**src/rtl/spi_port_pkg.sv**
```systemverilog
package spi_port_pkg;

  localparam logic [1:0] ADDR_CTRL = 2'd0;
  localparam logic [1:0] ADDR_STAT = 2'd1;
  localparam logic [1:0] ADDR_DATA = 2'd2;

  localparam int STAT_DONE_BIT = 7;
  localparam int STAT_WCOL_BIT = 6;
  localparam int STAT_MODF_BIT = 4;

  localparam int FLG_DONE = 0;
  localparam int FLG_WCOL = 1;
  localparam int FLG_MODF = 2;
  localparam int FLG_N    = 3;

  typedef struct packed {
    logic [1:0] rate;
    logic       cpha;
    logic       cpol;
    logic       master;
    logic       en;
  } ctrl_t;

  // serial clock period in system clocks for a rate code
  function automatic int unsigned sck_period(input logic [1:0] code);
    return code[1] ? (32'd16 << code[0]) : (32'd2 << code[0]);
  endfunction

  function automatic int unsigned sck_half(input logic [1:0] code);
    return sck_period(code) >> 1;
  endfunction

endpackage

```
**src/rtl/spi_port_clkgen.sv**
```systemverilog
module spi_port_clkgen
  import spi_port_pkg::*;
#(
  parameter int DATA_W = 8
) (
  input  logic       clk,
  input  logic       rst_n,
  input  logic       start,
  input  logic       abort,
  input  logic       cpol,
  input  logic [1:0] rate,
  output logic       sck,
  output logic       lead_ev,
  output logic       trail_ev,
  output logic       last_ev,
  output logic       running
);
  localparam int TOGGLES = 2 * DATA_W;
  localparam int TOG_W   = $clog2(TOGGLES);
  localparam int CNT_W   = 5;

  logic [CNT_W-1:0] cnt_q;
  logic [TOG_W-1:0] tog_q;
  logic             run_q;
  logic             sck_q;
  logic [CNT_W-1:0] half_m1;
  logic             tick;

  assign half_m1  = CNT_W'(sck_half(rate) - 1);
  assign tick     = run_q && (cnt_q >= half_m1);
  assign lead_ev  = tick && !tog_q[0];
  assign trail_ev = tick && tog_q[0];
  assign last_ev  = trail_ev && (tog_q == TOG_W'(TOGGLES - 1));
  assign sck      = sck_q;
  assign running  = run_q;

  always_ff @(posedge clk or negedge rst_n) begin
    if (!rst_n) begin
      run_q <= 1'b0;
      cnt_q <= '0;
      tog_q <= '0;
      sck_q <= 1'b0;
    end else if (abort) begin
      run_q <= 1'b0;
      cnt_q <= '0;
      tog_q <= '0;
      sck_q <= cpol;
    end else if (start) begin
      run_q <= 1'b1;
      cnt_q <= '0;
      tog_q <= '0;
      sck_q <= cpol;
    end else if (run_q) begin
      if (tick) begin
        cnt_q <= '0;
        sck_q <= ~sck_q;
        tog_q <= tog_q + 1'b1;
        if (last_ev) run_q <= 1'b0;
      end else begin
        cnt_q <= cnt_q + 1'b1;
      end
    end else begin
      sck_q <= cpol;
    end
  end
endmodule

```
**src/rtl/spi_port_shifter.sv**
```systemverilog
module spi_port_shifter #(
  parameter int DATA_W = 8
) (
  input  logic              clk,
  input  logic              rst_n,
  input  logic              load,
  input  logic [DATA_W-1:0] load_data,
  input  logic              cpha,
  input  logic              drive_ev,
  input  logic              sample_ev,
  input  logic              rx_in,
  output logic              out_bit,
  output logic [DATA_W-1:0] rx_next
);
  logic [DATA_W-1:0] tx_q;
  logic [DATA_W-1:0] rx_q;
  logic              out_q;

  assign rx_next = sample_ev ? {rx_q[DATA_W-2:0], rx_in} : rx_q;
  assign out_bit = out_q;

  always_ff @(posedge clk or negedge rst_n) begin
    if (!rst_n) begin
      tx_q  <= '0;
      rx_q  <= '0;
      out_q <= 1'b0;
    end else if (load) begin
      if (!cpha) begin
        out_q <= load_data[DATA_W-1];
        tx_q  <= load_data << 1;
      end else begin
        tx_q  <= load_data;
      end
    end else begin
      if (drive_ev) begin
        out_q <= tx_q[DATA_W-1];
        tx_q  <= tx_q << 1;
      end
      rx_q <= rx_next;
    end
  end
endmodule

```
**src/rtl/spi_port_flags.sv**
```systemverilog
module spi_port_flags
  import spi_port_pkg::*;
(
  input  logic             clk,
  input  logic             rst_n,
  input  logic [FLG_N-1:0] set_v,
  input  logic             stat_rd,
  input  logic             data_acc,
  input  logic             ctrl_wr,
  output logic [FLG_N-1:0] flag_o
);
  for (genvar i = 0; i < FLG_N; i++) begin : g_flag
    logic flag_q;
    logic arm_q;
    logic clr_src;

    if (i == FLG_MODF) begin : g_ctrl_clr
      assign clr_src = ctrl_wr;
    end else begin : g_data_clr
      assign clr_src = data_acc;
    end

    always_ff @(posedge clk or negedge rst_n) begin
      if (!rst_n) begin
        flag_q <= 1'b0;
        arm_q  <= 1'b0;
      end else if (set_v[i]) begin
        flag_q <= 1'b1;
        arm_q  <= 1'b0;
      end else if (arm_q && clr_src) begin
        flag_q <= 1'b0;
        arm_q  <= 1'b0;
      end else if (stat_rd && flag_q) begin
        arm_q  <= 1'b1;
      end
    end

    assign flag_o[i] = flag_q;
  end
endmodule

```
**src/rtl/spi_port_ctrl.sv**
```systemverilog
module spi_port_ctrl
  import spi_port_pkg::*;
#(
  parameter int DATA_W      = 8,
  parameter int SYNC_STAGES = 2
) (
  input  logic              clk,
  input  logic              rst_n,
  input  logic              bus_sel,
  input  logic              bus_wr,
  input  logic [1:0]        bus_addr,
  input  logic [DATA_W-1:0] bus_wdata,
  output logic [DATA_W-1:0] bus_rdata,
  output logic              sck_o,
  output logic              sck_oe,
  output logic              mosi_o,
  output logic              mosi_oe,
  input  logic              miso_i,
  input  logic              sck_i,
  input  logic              mosi_i,
  input  logic              ss_n_i,
  output logic              miso_o,
  output logic              miso_oe
);
  localparam int CTRL_W = $bits(ctrl_t);
  localparam int BIT_W  = $clog2(DATA_W);

  ctrl_t             ctrl_q;
  logic [DATA_W-1:0] rx_buf_q;
  logic [2:0]        sync_q [SYNC_STAGES];
  logic              sck_s, mosi_s, ss_n_s, sck_prev_q;

  // bus decode
  logic ctrl_wr, stat_rd, data_wr, data_rd;
  assign ctrl_wr = bus_sel && bus_wr  && (bus_addr == ADDR_CTRL);
  assign stat_rd = bus_sel && !bus_wr && (bus_addr == ADDR_STAT);
  assign data_wr = bus_sel && bus_wr  && (bus_addr == ADDR_DATA);
  assign data_rd = bus_sel && !bus_wr && (bus_addr == ADDR_DATA);

  // input synchronizers for slave pins
  for (genvar k = 0; k < SYNC_STAGES; k++) begin : g_sync
    always_ff @(posedge clk or negedge rst_n) begin
      if (!rst_n) sync_q[k] <= 3'b111;
      else if (k == 0) sync_q[k] <= {ss_n_i, mosi_i, sck_i};
      else sync_q[k] <= sync_q[(k == 0) ? 0 : k-1];
    end
  end
  assign {ss_n_s, mosi_s, sck_s} = sync_q[SYNC_STAGES-1];

  // named internal events
  logic master_mode, slave_sel, xfer_busy;
  logic evt_modf, evt_wcol, evt_start, evt_done;
  logic ctrl_cpol, flag_done, flag_wcol, flag_modf;

  logic m_sck, m_lead, m_trail, m_last, m_run;
  logic s_lead, s_trail, s_done, s_busy_q;
  logic [BIT_W-1:0] s_cnt_q;
  logic lead_ev, trail_ev, drive_ev, sample_ev, rx_in, out_bit;
  logic [DATA_W-1:0] rx_next;
  logic [FLG_N-1:0] flags;

  assign master_mode = ctrl_q.en && ctrl_q.master;
  assign slave_sel   = ctrl_q.en && !ctrl_q.master && !ss_n_s;
  assign ctrl_cpol   = ctrl_q.cpol;
  assign xfer_busy   = m_run || s_busy_q;
  assign evt_modf    = master_mode && !ss_n_s;
  assign evt_wcol    = data_wr && xfer_busy;
  assign evt_start   = data_wr && !xfer_busy && master_mode && !evt_modf;
  assign evt_done    = (m_last && !evt_modf) || s_done;

  spi_port_clkgen #(.DATA_W(DATA_W)) u_clkgen (
    .clk      (clk),
    .rst_n    (rst_n),
    .start    (evt_start),
    .abort    (evt_modf || !master_mode),
    .cpol     (ctrl_q.cpol),
    .rate     (ctrl_q.rate),
    .sck      (m_sck),
    .lead_ev  (m_lead),
    .trail_ev (m_trail),
    .last_ev  (m_last),
    .running  (m_run)
  );

  // slave edge detection on synchronized clock
  assign s_lead  = slave_sel && (sck_prev_q == ctrl_q.cpol) && (sck_s != ctrl_q.cpol);
  assign s_trail = slave_sel && (sck_prev_q != ctrl_q.cpol) && (sck_s == ctrl_q.cpol);
  assign s_done  = s_trail && (s_cnt_q == BIT_W'(DATA_W - 1));

  always_ff @(posedge clk or negedge rst_n) begin
    if (!rst_n) begin
      sck_prev_q <= 1'b1;
      s_cnt_q    <= '0;
      s_busy_q   <= 1'b0;
    end else begin
      sck_prev_q <= sck_s;
      if (!slave_sel) begin
        s_cnt_q  <= '0;
        s_busy_q <= 1'b0;
      end else begin
        if (s_lead) s_busy_q <= 1'b1;
        if (s_trail) s_cnt_q <= s_cnt_q + 1'b1;
        if (s_done) begin
          s_busy_q <= 1'b0;
          s_cnt_q  <= '0;
        end
      end
    end
  end

  assign lead_ev   = master_mode ? m_lead  : s_lead;
  assign trail_ev  = master_mode ? m_trail : s_trail;
  assign drive_ev  = ctrl_q.cpha ? lead_ev  : trail_ev;
  assign sample_ev = ctrl_q.cpha ? trail_ev : lead_ev;
  assign rx_in     = master_mode ? miso_i : mosi_s;

  spi_port_shifter #(.DATA_W(DATA_W)) u_shift (
    .clk       (clk),
    .rst_n     (rst_n),
    .load      (data_wr && !xfer_busy),
    .load_data (bus_wdata),
    .cpha      (ctrl_q.cpha),
    .drive_ev  (drive_ev),
    .sample_ev (sample_ev),
    .rx_in     (rx_in),
    .out_bit   (out_bit),
    .rx_next   (rx_next)
  );

  logic [FLG_N-1:0] flag_set;
  always_comb begin
    flag_set           = '0;
    flag_set[FLG_DONE] = evt_done;
    flag_set[FLG_WCOL] = evt_wcol;
    flag_set[FLG_MODF] = evt_modf;
  end

  spi_port_flags u_flags (
    .clk      (clk),
    .rst_n    (rst_n),
    .set_v    (flag_set),
    .stat_rd  (stat_rd),
    .data_acc (data_wr || data_rd),
    .ctrl_wr  (ctrl_wr),
    .flag_o   (flags)
  );
  assign flag_done = flags[FLG_DONE];
  assign flag_wcol = flags[FLG_WCOL];
  assign flag_modf = flags[FLG_MODF];

  // control and receive buffer
  always_ff @(posedge clk or negedge rst_n) begin
    if (!rst_n) begin
      ctrl_q   <= '0;
      rx_buf_q <= '0;
    end else begin
      if (ctrl_wr) ctrl_q <= ctrl_t'(bus_wdata[CTRL_W-1:0]);
      if (evt_modf) begin
        ctrl_q.en     <= 1'b0;
        ctrl_q.master <= 1'b0;
      end
      if (evt_done) rx_buf_q <= rx_next;
    end
  end

  logic [DATA_W-1:0] stat_word;
  always_comb begin
    stat_word                = '0;
    stat_word[STAT_DONE_BIT] = flag_done;
    stat_word[STAT_WCOL_BIT] = flag_wcol;
    stat_word[STAT_MODF_BIT] = flag_modf;
  end

  always_comb begin
    case (bus_addr)
      ADDR_CTRL: bus_rdata = {{(DATA_W-CTRL_W){1'b0}}, ctrl_q};
      ADDR_STAT: bus_rdata = stat_word;
      ADDR_DATA: bus_rdata = rx_buf_q;
      default:   bus_rdata = '0;
    endcase
  end

  assign sck_o   = m_sck;
  assign sck_oe  = master_mode;
  assign mosi_o  = out_bit;
  assign mosi_oe = master_mode;
  assign miso_o  = out_bit;
  assign miso_oe = slave_sel;
endmodule

```
**config.mk**
```make
export PLATFORM = sky130hd
export DESIGN_NAME = spi_port_ctrl
export DESIGN_NICKNAME = d
export VERILOG_FILES = /design/src/rtl/spi_port_pkg.sv /design/src/rtl/spi_port_clkgen.sv /design/src/rtl/spi_port_shifter.sv /design/src/rtl/spi_port_flags.sv /design/src/rtl/spi_port_ctrl.sv
export SDC_FILE = /design/constraint.sdc
export NUM_CORES = 1
export LEC_CHECK = 0
export ABC_CLOCK_PERIOD_IN_PS = 7600
export BUFFER_PORTS_ARGS = -buffer_cell sky130_fd_sc_hd__buf_2
export CAP_MARGIN = 20
export CORE_MARGIN = 8
export CORE_UTILIZATION = 40
export DETAILED_ROUTE_END_ITERATION = 6
export GPL_ROUTABILITY_DRIVEN = 1
export PLACE_DENSITY_LB_ADDON = 0.25
export SLEW_MARGIN = 20
export SYNTH_ARGS = -nofsm -noshare
export SYNTH_HDL_FRONTEND = slang
export SYNTH_SLANG_ARGS = --single-unit
```
**constraint.sdc**
```tcl
create_clock -name clk -period 7.6 [get_ports clk]
set_input_delay 1.52 -clock clk [delete_from_list [all_inputs] [get_ports clk]]
set_output_delay 1.52 -clock clk [all_outputs]
set_load 0.05 [all_outputs]
```
-- Yosys cells after proc, flatten, opt, wreduce, memory -nomap -nowiden
Cells that the tools add are included.
- bits in registers: 59
- input port bits: 18
- output and inout port bits: 14
- logic and storage cells: 152
- add/subtract/negate cells: 4
- $lt $le $gt $ge: 1
- eq/ne operators: 12
- shifts and indexed selects: 2
- mux-type cells: 54
- bitwise logic cells: 1
- reduce and logical (&&, ||, !) cells: 54
- operators by type and width (operator ; number):
    $mux 1 ; 35
    $mux 8 ; 4
    $logic_and 1x1->1 ; 30
    $pmux 8 s3 ; 1
    $mux 5 ; 4
    $mux 4 ; 4
    $reduce_bool 3->1 ; 5
    $reduce_bool 2->1 ; 5
    $mux 3 ; 3
    $logic_not 1->1 ; 7
    $mux 6 ; 1
    $ne 3x1->1 const B ; 2
    $shl 2x1->6 const A ; 1
    $shl 5x1->6 const A ; 1
    $add 5x1->5 const B ; 1
    $ge 5x5->1 ; 1
    $sub 5x1->5 const B ; 1
    $add 4x1->4 const B ; 1
    $eq 4x4->1 const B ; 1
    $logic_or 1x1->1 ; 4
    $mux 2 ; 2
    $ne 4x3->1 const B ; 1
    $reduce_and 2->1 ; 2
    $add 3x1->3 const B ; 1
    8 further kinds ; 10

-- Depth between registers and ports, before layout
Gate-level depths: netlist (run 1).
- word-level depth: 12
- gate-level depth with buffers: 9
- depth with buffers taken out: 7

-- By module
Synthesis (run 1) repeated with hierarchy kept, for this count alone.
- cell total of the unflattened synthesis: 321
- area, all modules: 3513.4 µm²
- modules (own cells, without submodules) (module ; times used ; cells each ; area each (µm²) ; sequential area each (µm²)):
    spi_port_ctrl ; 1 ; 147 ; 1501.4 ; 634.4
    spi_port_shifter ; 1 ; 65 ; 925.9 ; 425.4
    spi_port_clkgen ; 1 ; 85 ; 819.5 ; 275.3
    spi_port_flags ; 1 ; 24 ; 266.5 ; 150.1

-- Worst setup path before layout (run 1)
No wires, ideal clock.
- kind: input to output
- start point: input bus_addr[0]
- end point: output bus_rdata[4]
- data arrival time: 2.970 ns
- required time: 6.080 ns
- setup slack: 3.110 ns
- stages on the path: 3
- buffers on the path: 1
- cell sequence: clkbuf_1 mux2i_1 o21ai_0
- longest elaborated chain between the ends: 2
- elaborated cells between the ends (all ways): 4
- those cells by class: 2 x eq/ne; 1 x mux; 1 x reduce/logical
- ends and longest elaborated chain (item ; RTL line ; source):
    start, declared ; spi_port_ctrl.sv:11 ; input logic [1:0] bus_addr,
    $eq 2x2->1, or another cell as far along ; spi_port_ctrl.sv:175 ; case (bus_addr)
    $pmux 8 s3 * ; spi_port_ctrl.sv:175 ;
    end, declared ; spi_port_ctrl.sv:13 ; output logic [DATA_W-1:0] bus_rdata,
Every way passes the cells marked *; elsewhere a longest branch is shown, timed or not.

-- Worst setup path in the final report (run 1)
- start point: input bus_addr[1]
- end point: output bus_rdata[4]
The elaborated chain is that of the path after synthesis.

==> flow_metrics.py, run 1 <==
metrics = {
    "clock_network": {
        "cts_tree": "done",
        "clockBufferDepth": 2,
        "cts_num_sinks": 59,
        "post_cts_buffers": 0,
        "cts-root-buf": "clkbuf_8",
        "hold_buffers": 0,
        "cts_resized": 0,
        "clock_latency_ns": 0.33,
        "h-tree-depth": 3,
        "path_clk_slew_ns": 0.06,
        "cts_buffers": 9,
    },
    "power_and_ir_drop": {
        "switching_share_pct": 35.2,
        "power.net_switching_mw": 0.349,
        "p_leak_nw": 1.58,
        "ir_drop_uv": 142,
        "cellPowerDensity_nw_per_um2": 278,
        "power_frac_comb_pct": 27.5,
        "pwr-share-seq_pct": 44.1,
        "power.internal_mw": 0.643,
        "clkPwrFrac_pct": 28.3,
    },
    "timing": {
        "finClkSkew_ns": 0.00629,
        "maxSlewViolCount": 0,
        "setup_tns_ns": 0,
        "hold_violations": 0,
        "grt_setup_unrepaired": "false",
        "worst_slew_pin_slew_ns": 0.745,
        "setup_viol": 0,
        "max_freq_mhz": 254,
        "min_period_ns": 3.94,
        "relSlewSlack_pct": 50.3,
        "post-route-period-util_pct": 51.8,
    },
    "floorplanning": {
        "io_pins": 32,
        "die-area_um2": 11000,
        "coreArea_um2": 7730,
        "initial_utilization_pct": 41.1,
        "fp.dieW_um": 105,
        "rows": 32,
        "die_height_um": 105,
    },
    "drt": {
        "avgRoutedWirePerCell_um": 15.9,
        "drtIter0Drc": 132,
        "detail-route-antenna-nets": 0,
        "viasPerCell": 5.43,
        "vias": 2375,
        "remaining_drc_errors": 0,
        "firstDrtPassIters": 4,
        "routed_wl_mm": 6.93,
    },
    "logic_synthesis": {
        "ys_types": 62,
        "synthArstFlopShare_pct": 100,
        "ys_seq_elements": 59,
        "syn_area_um2": 3170,
        "yosys_warnings": 0,
        "synth_edf_count": 0,
        "ys_seq_area_share_pct": 46.8,
        "synth_ff_type": "dfrtp_1",
        "avgSynthCellArea_um2": 10.5,
        "synthCells": 302,
        "syn-num-nets": 329,
    },
    "placement": {
        "numPortBuffers": 31,
        "gp_congestion": 0.789,
        "dpl.hpwl_mm": 4.94,
        "dpl_cell_area_um2": 3380,
    },
    "finish": {
        "final_layout_size_suffix_gt1_share_pct": 27.5,
        "num_antenna_cells": 0,
        "area_growth_pct": 12.5,
        "nFillCells": 738,
        "final_nets": 357,
        "postLayoutCoreUtil_pct": 46.2,
        "postLayoutCellArea_um2": 3570,
    },
    "grt": {
        "grt.overflow.total": 0,
        "grt_pass1_wl_mm": 12.2,
        "grt_max_degree": 60,
        "grt_pass1_vias": 2401,
        "antenna_found_initial": 0,
        "grt_usage_pct": 13.6,
    },
    "worst_setup_path": {
        "cpPeakStageDelay_ns": 0.29,
        "crit_path_cell_trace": "buf_2 > nor2b_1 > nand2_1 > o21ai_0 > buf_2",
        "cp.required_ns": 6.08,
        "cp.arrival_ns": 2.42,
        "start_kind": "input pin",
        "slowest_stage": "buf_2",
        "worst-setup-path-type": "input pin to output pin",
        "crit_fanout": 12,
        "r2r_cells": 7,
        "crit_top_cell": "buf_2",
        "end_kind": "output pin",
    },
    "worst_hold_path": {
        "min_path_cells": 0,
        "min_path_type": "flip-flop to flip-flop",
    },
    "flow_run": {
        "drv_cap": 0,
    },
    "status": {
        "status": "finished clean",
    },
}
sequential cells by signal, indices dropped and copies added, names as in the netlist, 3 cells and up:
name / flops
rx_buf_q: 8
u_shift.rx_q: 8
u_shift.tx_q: 8
ctrl_q: 5
u_clkgen.cnt_q: 5
u_clkgen.tog_q: 4
s_cnt_q: 3
sync_q: 3
u_flags.g_flag.arm_q: 3
u_flags.g_flag.flag_q: 3
synthesized netlist by cell type (2+ instances only):
| master | number | area share [%] |
|---|---|---|
| nor2_1 | 28 | 3.3 |
| nor4bb_1 | 2 | 0.63 |
| dfrtp_1 | 52 | 41 |
| o21ai_0 | 22 | 3.5 |
| and3_1 | 3 | 0.59 |
| nand3_1 | 11 | 1.7 |
| nor2b_1 | 2 | 0.39 |
| a22o_1 | 2 | 0.55 |
| or2_2 | 2 | 0.39 |
| o211ai_1 | 2 | 0.47 |
| xnor2_1 | 3 | 0.83 |
| mux2i_1 | 16 | 5.0 |
| buf_4 | 2 | 0.47 |
| o2111ai_1 | 4 | 1.1 |
| a31oi_1 | 8 | 1.6 |
| ha_1 | 9 | 3.5 |
| and3b_1 | 2 | 0.55 |
| clkbuf_1 | 5 | 0.59 |
| xor2_1 | 4 | 1.1 |
| buf_2 | 4 | 0.63 |
| inv_1 | 5 | 0.59 |
| nor3b_1 | 3 | 0.71 |
| a21oi_1 | 11 | 1.7 |
| nor3_1 | 6 | 0.95 |
| nand3b_1 | 2 | 0.47 |
| o211a_1 | 2 | 0.63 |
| mux2_2 | 19 | 6.7 |
| buf_6 | 3 | 1.1 |
| dfstp_2 | 7 | 5.8 |
| nand2_1 | 28 | 3.3 |
| o21a_1 | 2 | 0.47 |
cells in the final DEF (no fill, tap or decap), types with 3 or more instances in the layout:
| cell | Yosys | routed |
|---|---|---|
| dfrtp_1 | 52 | 52 |
| a31oi_1 | 8 | 8 |
| clkbuf_8 | 0 | 10 |
| inv_1 | 5 | 5 |
| nor2_1 | 28 | 28 |
| mux2_2 | 19 | 19 |
| buf_2 | 4 | 31 |
| nor3b_1 | 3 | 3 |
| xnor2_1 | 3 | 3 |
| o2111ai_1 | 4 | 4 |
| clkinv_2 | 0 | 3 |
| and3_1 | 3 | 3 |
| o21ai_0 | 22 | 22 |
| a21oi_1 | 11 | 11 |
| xor2_1 | 4 | 4 |
| nor3_1 | 6 | 6 |
| nand3_1 | 11 | 11 |
| mux2i_1 | 16 | 16 |
| nand2_1 | 28 | 28 |
| ha_1 | 9 | 9 |
| dfstp_2 | 7 | 7 |
worst max-delay path, delay by kind of cell:
kind	cells	cell delay, ns
buffers and inverters	2	0.52
AND/OR/NAND/NOR	2	0.32
AO/OA/AOI/OAI	1	0.07
metrics by stage:
step	instances	setup WS (ns)	power, mW	hold WS, ns
6_report	437	3.66	0.992	0.354
5_1_grt	437	3.58	1.05	0.356
4_1_cts	437	3.65	1.00	0.357
3_5_place_dp	421	3.66	0.717	0.347
3_3_place_gp	421	3.71	0.710	0.346
2_1_floorplan	302	3.11	0.650	0.345
path summary, 6_finish.rpt:
check,from,end,slack [ns]
max in group asynchronous,rst_n,u_shift.rx_q[0],5.78
worst min-delay path,sync_q[4],mosi_s,0.35
worst max-delay path,bus_addr[1],bus_rdata[4],3.66
worst min register to register,sync_q[4],mosi_s,0.35
min in group asynchronous,rst_n,u_shift.tx_q[6],1.34
worst max register to register,ctrl_q[4],u_shift.rx_q[3],4.85
area by class of cell:
cell class / instances / area [µm²] / area share, %
timing repair buffer: 33 / 170 / 4.77
clock buffer: 11 / 141 / 3.96
inverter: 6 / 22.5 / 0.631
multi-input combinational: 221 / 1570 / 44.0
tap: 102 / 128 / 3.58
sequential: 59 / 1490 / 41.6
clock inverter: 5 / 52.6 / 1.47
power by group through the flow:
stage / combinational, mW / clock, mW / sequential, mW
2_1_floorplan: 0.224 / 0 / 0.426
3_3_place_gp: 0.271 / 0 / 0.440
3_5_place_dp: 0.275 / 0 / 0.442
4_1_cts: 0.276 / 0.287 / 0.437
5_1_grt: 0.303 / 0.303 / 0.446
6_report: 0.273 / 0.281 / 0.438
metal layers:
layer	share of wire, %	up-vias	GRT usage, %
met1	47	1164	17.3
met2	46	51	21.4
met3	4.6	12	3.07
li1	-	1148	-
met5	0	-	0
met4	1.8	0	6.12
logic make-up (layout without fill, tap and decap cells):
kind of cell / Yosys count / in the layout / synth area share, %
and+or+nand+nor: 101 / 101 / 16.6
AOI/OAI and AO/OA: 68 / 68 / 15.5
DFF: 59 / 59 / 46.8
muxes: 35 / 35 / 11.8
buffers and inverters: 22 / 55 / 3.74
adders and majority gates: 9 / 9 / 3.55
xor gates and xnor gates: 7 / 7 / 1.93
other: 1 / 1 / 0.118
(Power assumes the default switching activity.)
==> inputs of run 2 (changes only) <==
--- a/config.mk
+++ b/config.mk
@@ -5,7 +5,7 @@
 export SDC_FILE = /design/constraint.sdc
 export NUM_CORES = 1
 export LEC_CHECK = 0
-export ABC_CLOCK_PERIOD_IN_PS = 7600
+export ABC_CLOCK_PERIOD_IN_PS = 4000
 export BUFFER_PORTS_ARGS = -buffer_cell sky130_fd_sc_hd__buf_2
 export CAP_MARGIN = 20
 export CORE_MARGIN = 8
==> constraint.sdc (replaced) <==
create_clock -name clk -period 4 [get_ports clk]
set_input_delay 0.8 -clock clk [delete_from_list [all_inputs] [get_ports clk]]
set_output_delay 0.8 -clock clk [all_outputs]
set_load 0.05 [all_outputs]
==> flow_metrics.py, run 2 (same netlist as run 1, synthesis figures left out) <==
metrics = {
    "status": {
        "status": "finished clean",
    },
    "clock_network": {
        "cts_num_sinks": 59,
        "hold_buffers": 0,
        "cts_tree": "done",
        "h-tree-depth": 3,
        "cts_buffers": 9,
        "clock_latency_ns": 0.33,
        "path_clk_slew_ns": 0.07,
        "cts-root-buf": "clkbuf_8",
        "post_cts_buffers": 0,
        "clockBufferDepth": 2,
        "cts_resized": 0,
    },
    "finish": {
        "nFillCells": 731,
        "final_common_cell": "dfrtp_1",
        "final_nets": 358,
        "most-common-layout-cells": "52 x dfrtp_1, 31 x buf_2, 28 x nand2_1, 28 x nor2_1, 22 x o21ai_0",
        "reg_top3": "rx_buf_q (8), u_shift.rx_q (8), u_shift.tx_q (8)",
        "final_layout_size_suffix_gt1_share_pct": 28.0,
        "stdcell_count": 438,
        "postLayoutCoreUtil_pct": 46.4,
        "postLayoutCellArea_um2": 3580,
        "area_growth_pct": 12.9,
        "num_antenna_cells": 0,
    },
    "timing": {
        "hold_violations": 0,
        "whs_ns": 0.357,
        "max_freq_mhz": 384,
        "relSlewSlack_pct": 52.1,
        "post-route-period-util_pct": 65.1,
        "min_period_ns": 2.60,
        "grt_setup_unrepaired": "false",
        "setup_viol": 0,
        "setup_tns_ns": 0,
        "postLayoutSetupSlackWorst_ns": 1.40,
        "maxSlewViolCount": 0,
        "finClkSkew_ns": 0.00442,
        "worst_slew_pin_slew_ns": 0.719,
    },
    "drt": {
        "drtIter0Drc": 88,
        "remaining_drc_errors": 0,
        "routed_wl_mm": 6.74,
        "vias": 2332,
        "avgRoutedWirePerCell_um": 15.4,
        "firstDrtPassIters": 4,
        "detail-route-antenna-nets": 0,
        "viasPerCell": 5.32,
    },
    "worst_setup_path": {
        "crit_path_cell_trace": "or2_2 > ha_1 > and2b_2 > o211a_1 > o211ai_2 > nand3_4 > mux2_2",
        "cp.arrival_ns": 2.83,
        "start_kind": "flip-flop",
        "cpPeakStageDelay_ns": 0.44,
        "cp.required_ns": 4.22,
        "crit_fanout": 9,
        "end_kind": "flip-flop",
        "worst-setup-path-type": "flip-flop to flip-flop",
        "slowest_stage": "o211ai_2",
    },
    "floorplanning": {
        "rows": 32,
        "die_height_um": 105,
        "die-area_um2": 11000,
        "coreArea_um2": 7730,
        "io_pins": 32,
        "fp.dieW_um": 105,
        "initial_utilization_pct": 41.1,
    },
    "power_and_ir_drop": {
        "clkPwrFrac_pct": 28.6,
        "switching_share_pct": 35.9,
        "p_leak_nw": 1.58,
        "cellPowerDensity_nw_per_um2": 528,
        "power.net_switching_mw": 0.680,
        "pwr-share-seq_pct": 43.6,
        "fin_total_pwr_mw": 1.89,
        "power.internal_mw": 1.21,
        "power_frac_comb_pct": 27.7,
        "ir_drop_uv": 284,
    },
    "placement": {
        "gp_congestion": 0.801,
        "dpl_cell_area_um2": 3380,
        "dp_cells": 422,
        "dpl.hpwl_mm": 5.05,
        "numPortBuffers": 31,
        "place_ws_ns": 1.36,
    },
    "grt": {
        "grt_usage_pct": 13.1,
        "grt_pass1_wl_mm": 11.7,
        "antenna_found_initial": 0,
        "grt.overflow.total": 0,
        "grt_max_degree": 32,
        "grt_pass1_vias": 2310,
    },
    "worst_hold_path": {
        "min_path_type": "flip-flop to flip-flop",
    },
    "flow_run": {
        "drv_cap": 0,
    },
}
-- run 2: final cells by class --
class	instances	area [µm²]	share of cell area, %
Clock buffer	9	124	3.46
Clock inverter	7	77.6	2.16
Inverter	6	22.5	0.628
Multi-Input combinational cell	221	1570	43.8
Sequential cell	59	1490	41.4
Tap cell	102	128	3.56
Timing Repair Buffer	34	178	4.96
-- run 2: power by group through the flow --
| stage | Combinational [mW] | Sequential (mW) | Clock, mW |
|---|---|---|---|
| 6_report | 0.525 | 0.826 | 0.542 |
| 3_3_place_gp | 0.518 | 0.833 | 0 |
| 5_1_grt | 0.577 | 0.843 | 0.585 |
| 4_1_cts | 0.531 | 0.824 | 0.562 |
| 3_5_place_dp | 0.531 | 0.834 | 0 |
| 2_1_floorplan | 0.425 | 0.809 | 0 |
-- run 2: routing by layer --
metal	up-vias	share of wire (%)	global-route usage, %
met5	-	0	0
met1	1126	48	17.1
met2	45	46	20.1
li1	1151	-	-
met4	0	1.9	5.81
met3	10	4.2	3.13
-- run 2: worst paths after layout --
path / start / endpoint / slack, ns / depth (start not counted)
worst min register to register: sync_q[5] / ss_n_s / 0.36 / 0
worst min-delay path: sync_q[5] / ss_n_s / 0.36 / 0
worst max-delay path: ctrl_q[4] / u_shift.rx_q[2] / 1.40 / 7
min in group asynchronous: rst_n / u_clkgen.cnt_q[2] / 0.50 / 1
worst max register to register: ctrl_q[4] / u_shift.rx_q[2] / 1.40 / 7
max in group asynchronous: rst_n / sync_q[5] / 2.63 / 2
-- run 2: critical path, delay by kind of cell, from the launching register on --
family / cells / cell delay (ns)
AO/OA/AOI/OAI: 2 / 0.76
AND/OR/NAND/NOR: 3 / 0.72
adder cells (fa/ha/maj): 1 / 0.27
multiplexers: 1 / 0.32
flip-flops: 1 / 0.42
==> inputs of run 3 (changes only) <==
--- a/config.mk
+++ b/config.mk
@@ -5,7 +5,7 @@
 export SDC_FILE = /design/constraint.sdc
 export NUM_CORES = 1
 export LEC_CHECK = 0
-export ABC_CLOCK_PERIOD_IN_PS = 4000
+export ABC_CLOCK_PERIOD_IN_PS = 2600
 export BUFFER_PORTS_ARGS = -buffer_cell sky130_fd_sc_hd__buf_2
 export CAP_MARGIN = 20
 export CORE_MARGIN = 8
==> constraint.sdc (replaced) <==
create_clock -name clk -period 2.6 [get_ports clk]
set_input_delay 0.52 -clock clk [delete_from_list [all_inputs] [get_ports clk]]
set_output_delay 0.52 -clock clk [all_outputs]
set_load 0.05 [all_outputs]
==> flow_metrics.py, run 3 (same netlist as run 1, synthesis figures left out) <==
metrics = {
    "worst_setup_path": {
        "r2r_cells": 7,
        "worst-setup-path-type": "flip-flop to flip-flop",
        "reg2reg_slack_ns": 0.11,
        "crit_fanout": 9,
        "cp.arrival_ns": 2.71,
        "cp.required_ns": 2.82,
        "worstReg2RegStart": "ctrl_q[4]",
        "timing.rr.end": "u_shift.tx_q[7]",
        "end_kind": "flip-flop",
        "start_kind": "flip-flop",
    },
    "drt": {
        "avgRoutedWirePerCell_um": 15.8,
        "viasPerCell": 5.31,
        "drtIter0Drc": 110,
        "routed_wl_mm": 7.10,
        "remaining_drc_errors": 0,
        "detail-route-antenna-nets": 0,
        "vias": 2379,
        "firstDrtPassIters": 4,
    },
    "clock_network": {
        "hold_buffers": 0,
        "cts_num_sinks": 59,
        "cts_tree": "done",
        "cts-root-buf": "clkbuf_8",
        "clockBufferDepth": 2,
        "post_cts_buffers": 0,
        "cts_buffers": 9,
        "h-tree-depth": 3,
        "cts_resized": 0,
        "clock_latency_ns": 0.34,
        "path_clk_slew_ns": 0.06,
    },
    "timing": {
        "worst_slew_pin_slew_ns": 0.546,
        "hold_violations": 0,
        "relSlewSlack_pct": 63.6,
        "max_freq_mhz": 401,
        "setup_viol": 0,
        "min_period_ns": 2.49,
        "whs_ns": 0.201,
        "post-route-period-util_pct": 95.8,
        "maxSlewViolCount": 0,
        "grt_setup_unrepaired": "false",
        "finClkSkew_ns": 0.00974,
        "setup_tns_ns": 0,
        "postLayoutSetupSlackWorst_ns": 0.109,
    },
    "status": {
        "status": "finished clean",
    },
    "grt": {
        "grt.overflow.total": 0,
        "antenna_found_initial": 0,
        "met1_usage_pct": 16.8,
        "grt_busiest_layer": "met2",
        "grt_pass1_vias": 2420,
        "grt_usage_pct": 13.5,
        "grtUsageMet2_pct": 21.4,
        "grt_pass1_wl_mm": 12.1,
        "grt_use_met3_pct": 3.62,
        "grt_max_degree": 31,
    },
    "placement": {
        "dpl_cell_area_um2": 3460,
        "dp_cells": 432,
        "dpl.hpwl_mm": 5.30,
        "numPortBuffers": 31,
        "gp_congestion": 0.864,
        "place_ws_ns": 0.105,
    },
    "floorplanning": {
        "rows": 32,
        "fp.dieW_um": 105,
        "initial_utilization_pct": 41.1,
        "io_pins": 32,
        "die_height_um": 105,
        "die-area_um2": 11000,
        "coreArea_um2": 7730,
    },
    "finish": {
        "nFillCells": 716,
        "most-common-layout-cells": "52 x dfrtp_1, 31 x buf_2, 28 x nand2_1, 28 x nor2_1, 22 x o21ai_0",
        "num_antenna_cells": 0,
        "final_layout_size_suffix_gt1_share_pct": 29.8,
        "stdcell_count": 448,
        "reg_top3": "rx_buf_q (8), u_shift.rx_q (8), u_shift.tx_q (8)",
        "postLayoutCoreUtil_pct": 47.7,
        "area_growth_pct": 16.1,
        "final_nets": 368,
        "final_common_cell": "dfrtp_1",
        "postLayoutCellArea_um2": 3690,
    },
    "flow_run": {
        "drv_cap": 0,
    },
    "power_and_ir_drop": {
        "p_leak_nw": 1.64,
        "cellPowerDensity_nw_per_um2": 828,
        "fin_total_pwr_mw": 3.05,
        "ir_drop_uv": 497,
    },
    "worst_hold_path": {
        "min_path_type": "input pin to async pin",
    },
}
[run 3: changes by cell type in the layout (fill, tap and decap cells not counted), sizes merged]
cell	delta
clkinv	-3
bufinv	+1
clkbuf	+3
inv	-1
buf	+10
[run 3: worst max-delay path, stage by stage, from the launching register on]
cell and delay [ns]:
dfrtp_1 0.40, or2_2 0.30, ha_1 0.27, and2b_2 0.21, o211a_1 0.31, o2111ai_1 0.39, o21ai_4 0.19, mux2_2 0.31
[run 3: how the worst max path moves through the flow]
stage / startpoint / endpoint / slack (ns) / depth (start not counted)
after floorplan: bus_addr[0] / bus_rdata[4] / 0.11 / 3
after global placement: ctrl_q[4] / u_shift.tx_q[2] / 0.14 / 7
after detailed placement: ctrl_q[4] / u_shift.tx_q[7] / 0.10 / 7
after global routing: ctrl_q[4] / u_shift.tx_q[7] / 0.03 / 7
after CTS: ctrl_q[4] / u_shift.tx_q[7] / 0.09 / 7
final: ctrl_q[4] / u_shift.tx_q[7] / 0.11 / 7
[run 3: where the power goes]
part,switching (mW),internal (mW)
clock network,0.362,0.591
logic,0.513,0.340
registers,0.150,1.10
[run 3: per-layer routing]
layer / vias up / routed length [µm]
met5: - / 0
met4: 0 / 140
met3: 12 / 220
met2: 35 / 3280
met1: 1157 / 3460
li1: 1175 / -
[run 3: final cells by class]
type                            count  area, µm²  share of cell area, %
Multi-Input combinational cell    221       1570                   42.6
Sequential cell                    59       1490                   40.3
Timing Repair Buffer               44        253                   6.86
Clock buffer                       12        155                   4.21
Tap cell                          102        128                   3.46
Clock inverter                      4       72.6                   1.97
Inverter                            6       22.5                  0.611
